## src/rtl/sr_guard_pkg.sv

```systemverilog
package sr_guard_pkg;
  localparam int STAT_W      = 8;
  localparam int BIT_WPEN    = 7;
  localparam int BIT_BP_HI   = 3;
  localparam int BIT_BP_LO   = 2;
  localparam int BIT_LATCH   = 1;
  localparam int BIT_BUSY    = 0;
  localparam int NUM_QUARTER = 4;

  typedef struct packed {
    logic       wpen;
    logic [1:0] bp;
  } nv_bits_t;

  // Lock rule for one quarter of the array under a block-protect code
  function automatic logic quarter_locked(input logic [1:0] code, input int q);
    case (code)
      2'b01:   return (q == NUM_QUARTER - 1);
      2'b10:   return (q >= NUM_QUARTER / 2);
      2'b11:   return 1'b1;
      default: return 1'b0;
    endcase
  endfunction
endpackage

```

## src/rtl/sr_zone_decode.sv

```systemverilog
module sr_zone_decode
  import sr_guard_pkg::*;
#(
  parameter int ADDR_W = 11
) (
  input  logic [1:0]        code,
  input  logic [ADDR_W-1:0] addr,
  output logic              locked
);
  localparam int QSEL_LO = ADDR_W - 2;

  logic [NUM_QUARTER-1:0] q_lock;

  genvar q;
  generate
    for (q = 0; q < NUM_QUARTER; q++) begin : g_quarter
      assign q_lock[q] = quarter_locked(code, q);
    end
  endgenerate

  assign locked = q_lock[addr[ADDR_W-1:QSEL_LO]];
endmodule

```

## src/rtl/sr_enable_latch.sv

```systemverilog
module sr_enable_latch (
  input  logic clk,
  input  logic rst,
  input  logic set_cmd,
  input  logic clr_cmd,
  input  logic cycle_done,
  output logic latch_q
);
  always_ff @(posedge clk) begin
    if (rst)             latch_q <= 1'b0;
    else if (cycle_done) latch_q <= 1'b0;
    else if (clr_cmd)    latch_q <= 1'b0;
    else if (set_cmd)    latch_q <= 1'b1;
  end
endmodule

```

## src/rtl/sr_stage.sv

```systemverilog
module sr_stage
  import sr_guard_pkg::*;
(
  input  logic              clk,
  input  logic              rst,
  input  logic              begin_pulse,
  input  logic              commit_pulse,
  input  logic [STAT_W-1:0] data,
  input  logic              hw_lock,
  input  logic              latch_set,
  input  logic              cycle_done,
  output logic              apply,
  output nv_bits_t          staged_bits
);
  logic pending_q;
  logic staged_q;
  logic accept;

  assign accept = commit_pulse && pending_q && latch_set && !hw_lock;
  assign apply  = cycle_done && staged_q;

  always_ff @(posedge clk) begin
    if (rst)                             pending_q <= 1'b0;
    else if (begin_pulse)                pending_q <= 1'b1;
    else if (commit_pulse || hw_lock)    pending_q <= 1'b0;
  end

  always_ff @(posedge clk) begin
    if (rst) begin
      staged_q    <= 1'b0;
      staged_bits <= '0;
    end else if (accept) begin
      staged_q         <= 1'b1;
      staged_bits.wpen <= data[BIT_WPEN];
      staged_bits.bp   <= data[BIT_BP_HI:BIT_BP_LO];
    end else if (cycle_done) begin
      staged_q <= 1'b0;
    end
  end
endmodule

```

## src/rtl/sr_guard_unit.sv

```systemverilog
module sr_guard_unit
  import sr_guard_pkg::*;
#(
  parameter int         ADDR_W    = 11,
  parameter logic       INIT_WPEN = 1'b0,
  parameter logic [1:0] INIT_BP   = 2'b00
) (
  input  logic              clk,
  input  logic              rst,
  input  logic              wren_cmd,
  input  logic              wrdi_cmd,
  input  logic              srw_begin,
  input  logic              srw_commit,
  input  logic [7:0]        srw_data,
  input  logic              wp_n,
  input  logic              wr_busy,
  input  logic              wr_done,
  input  logic [ADDR_W-1:0] addr,
  output logic [7:0]        status_q,
  output logic              array_wr_ok,
  output logic              status_wr_ok
);
  logic       wel_q;
  logic       wpen_q;
  logic [1:0] bp_q;
  logic       hw_lock;
  logic       addr_locked;
  logic       apply;
  nv_bits_t   staged_bits;
  logic [STAT_W-1:0] idle_byte;

  assign hw_lock = !wp_n && wpen_q;

  sr_enable_latch u_latch (
    .clk(clk), .rst(rst), .set_cmd(wren_cmd), .clr_cmd(wrdi_cmd),
    .cycle_done(wr_done), .latch_q(wel_q)
  );

  sr_stage u_stage (
    .clk(clk), .rst(rst), .begin_pulse(srw_begin), .commit_pulse(srw_commit),
    .data(srw_data), .hw_lock(hw_lock), .latch_set(wel_q),
    .cycle_done(wr_done), .apply(apply), .staged_bits(staged_bits)
  );

  sr_zone_decode #(.ADDR_W(ADDR_W)) u_zone (
    .code(bp_q), .addr(addr), .locked(addr_locked)
  );

  always_ff @(posedge clk) begin
    if (rst) begin
      wpen_q <= INIT_WPEN;
      bp_q   <= INIT_BP;
    end else if (apply) begin
      wpen_q <= staged_bits.wpen;
      bp_q   <= staged_bits.bp;
    end
  end

  always_comb begin
    idle_byte            = '0;
    idle_byte[BIT_WPEN]  = wpen_q;
    idle_byte[BIT_BP_HI] = bp_q[1];
    idle_byte[BIT_BP_LO] = bp_q[0];
    idle_byte[BIT_LATCH] = wel_q;
    idle_byte[BIT_BUSY]  = 1'b0;
  end

  always_ff @(posedge clk) begin
    if (rst) begin
      status_q     <= '0;
      array_wr_ok  <= 1'b0;
      status_wr_ok <= 1'b0;
    end else begin
      status_q     <= wr_busy ? '1 : idle_byte;
      array_wr_ok  <= wel_q && !addr_locked;
      status_wr_ok <= wel_q && !hw_lock;
    end
  end
endmodule

```

## config.mk

```make
export PLATFORM = sky130hd
export DESIGN_NAME = sr_guard_unit
export DESIGN_NICKNAME = d
export VERILOG_FILES = /design/src/rtl/sr_guard_pkg.sv /design/src/rtl/sr_zone_decode.sv /design/src/rtl/sr_enable_latch.sv /design/src/rtl/sr_stage.sv /design/src/rtl/sr_guard_unit.sv
export SDC_FILE = /design/constraint.sdc
export NUM_CORES = 1
export LEC_CHECK = 0
export BUFFER_PORTS_ARGS = -buffer_cell sky130_fd_sc_hd__buf_4
export CORE_MARGIN = 8
export CORE_UTILIZATION = 39
export CTS_CLUSTER_SIZE = 8
export DETAILED_ROUTE_END_ITERATION = 6
export GPL_TIMING_DRIVEN = 0
export PLACE_DENSITY_LB_ADDON = 0.1
export SKIP_CTS_REPAIR_TIMING = 1
export SLEW_MARGIN = 10
export SYNTH_ARGS = -nofsm -noshare
export SYNTH_HDL_FRONTEND = slang
export SYNTH_SLANG_ARGS = --single-unit
```

## constraint.sdc

```tcl
create_clock -name clk -period 1.3 [get_ports clk]
set_input_delay 0 -clock clk [delete_from_list [all_inputs] [get_ports clk]]
set_output_delay 0 -clock clk [all_outputs]
set_load 0.005 [all_outputs]
```

==> reports/qor.yml <==
status: "finished with violations"
violations: "hold timing"
wl_per_cell_um: 11.6
start_util_pct: 40.7
synth-seq-cells: 16
die_area_um2: 3050
num_vias: 525
gp_congestion: 0.732
avgSynthCellArea_um2: 9.51
drc_errors: 0
crit_arrival_ns: 1.22
ios: 38
yosysMostFrequentCell: "dfxtp_1"
cts.sinks: 16
setup_tns_ns: 0
maxCapViolCount: 0
numPortBuffers: 22
p_seq_share_pct: 59.0
cts_buffers: 3
power.density_nw_per_um2: 995
clock_latency_ns: 0.27
worst_slew_pin_slew_ns: 0.325
synthCells: 63
synthesis.nets: 91
die_height_um: 55.2
max_freq_mhz: 959
routed_via_density: 4.77
p_comb_share_pct: 12.3
grt_pass1_wl_mm: 2.21
ant_nets: 0
synth_area_um2: 599
dp_hpwl_um: 938
relSlewSlack_pct: 78.3
n_antenna_cell: 0
drt_iter0_drc: 2
synthTopCellsByArea: "dfxtp_1 (53%), nand2b_1 (7.3%), nor2_1 (6.3%), mux2i_1 (5.0%), buf_4 (3.8%)"
hold_path_class: "input port to register"
setup_viol: 0
nFillCells: 139
grt_setup_unrepaired: "no"
intPower_uw: 681
cts_tree: "built"
crit_start: "wpen_q"
synth_ff_type: "dfxtp_1"
yosysSeqAreaShare_pct: 53.4
hold_violations: 1
chipWidth_um: 55.2
htreeDepth: 1
yosys-top-cells-count: "dfxtp_1 (16), nor2_1 (10), nand2b_1 (7), nand2_1 (4), nand3_1 (4)"
firstDrtPassIters: 3
reg2reg_slack_ns: 0.26
maxSlewViolCount: 0
drive_gt1_share_pct: 34.0
cts.clk_slew.worst_paths_ns: 0.09
overflow: 0
cts-root-buf: "clkbuf_4"
synth_edf_count: 0
nets: 124
power_leakage_nw: 0.393
yosys.area.top_type: "dfxtp_1"
totalWireLength_mm: 1.28
groute.usage.overall_pct: 8.61
fin_crit_ns: 1.04
p_sw_uw: 182
core_um2: 1470
synth_top_area_share_pct: 53.4
start_kind: "register"
synthArstFlopShare_pct: 0
utilization_pct: 58.9
post-route-period-util_pct: 80.2
swShare_pct: 21.1
fin_hold_ws_ns: -0.0133
vdd_ir_drop_max_uv: 465
grt_max_degree: 11
rows: 14
area_growth_pct: 44.7
clk_path_buf_depth: 2
worst_hold_startpoint: "srw_data[3]"
required_ns: 1.48
crit_fanout: 4
antenna_found_initial: 0
p_clk_share_pct: 28.7
critical_path_class: "register to register"
yosysWarningCount: 0
synth_cell_type_count: 20
first_global_vias: 551
endpoint_kind: "register"
r2r-start: "wpen_q"
finClkSkew_ns: 0.000932
-- state kept, by name, indices dropped and copies added, names as in the netlist --
name                 flops
status_q                 5
bp_q                     2
u_stage.staged_q         1
u_stage.staged_bits      3
array_wr_ok              1
u_latch.latch_q          1
status_wr_ok             1
u_stage.pending_q        1
wpen_q                   1
-- power groups by stage --
stage	sequential [mW]	combinational, mW	clock (mW)
after floorplan	0.521	0.0326	0
after global placement	0.520	0.0915	0
after detailed placement	0.521	0.0932	0
after CTS	0.509	0.0933	0.254
after global routing	0.511	0.118	0.278
final	0.509	0.106	0.248
-- layer usage --
metal,routed length (µm),track usage (%),part of all wire (%),vias to the layer above
met5,0,0,0,-
met4,10,6.34,0.78,0
met3,80,3.20,6.3,2
met2,635,14.9,50,14
met1,549,8.04,43,241
li1,-,-,-,268
-- cells by family after synthesis --
kind of cell / count (synthesis) / share of synthesized area (%)
AOI/OAI and AO/OA: 6 / 6.05
buffers and inverters: 7 / 7.72
DFF: 16 / 53.4
muxes: 3 / 5.01
and+or+nand+nor: 31 / 27.8
-- layout by cell type, fill, tap and decap left out --
cell and n:
buf_4 25, dfxtp_1 16, nor2_1 10, nand2b_1 7
dlygate4sd3_1 6, nand3_1 4, nand2_1 4, mux2i_1 3
a21oi_1 3, clkbuf_4 3, nor2b_1 2, clkbuf_1 1
buf_2 1, o21ai_0 1, and4b_1 1, and3b_2 1
and4_4 1, buf_6 1, o21ba_1 1, inv_1 1
a31oi_1 1, nor4_1 1
-- worst paths after layout --
kind	cells past startpoint	end
max	4	u_stage.staged_q
min reg2reg	2	bp_q[0]
min	3	u_stage.staged_bits[1]
max reg2reg	4	u_stage.staged_q
-- final cells by class --
type                    instances  area (µm²)  share of cell area (%)
flip-flops and latches         16         320                    36.9
multi-input cells              40         233                    26.8
clock buffers                   3        22.5                    2.60
repair buffers                 28         225                    26.0
plain buffers                   6        42.5                    4.91
well taps                      16        20.0                    2.31
inverters                       1        3.75                   0.433
-- stage by stage --
| stage | area [µm²] | setup WS, ns | total power [mW] | cells | hold slack (ns) |
|---|---|---|---|---|---|
| after floorplan | 599 | 0.322 | 0.554 | 63 | 0.0781 |
| after global placement | 785 | 0.275 | 0.612 | 101 | 0.166 |
| after detailed placement | 785 | 0.275 | 0.614 | 101 | 0.168 |
| after CTS | 807 | 0.260 | 0.856 | 104 | -0.130 |
| after global routing | 867 | 0.218 | 0.907 | 110 | 0.00298 |
| final | 867 | 0.257 | 0.863 | 110 | -0.0133 |
-- critical path: stages (launching register included) --
cell and delay [ns]:
dfxtp_1 0.36, nand2b_1 0.09, and4_4 0.20, buf_6 0.12
o21ba_1 0.17
Note: power is estimated with default switching activity, not from simulation.
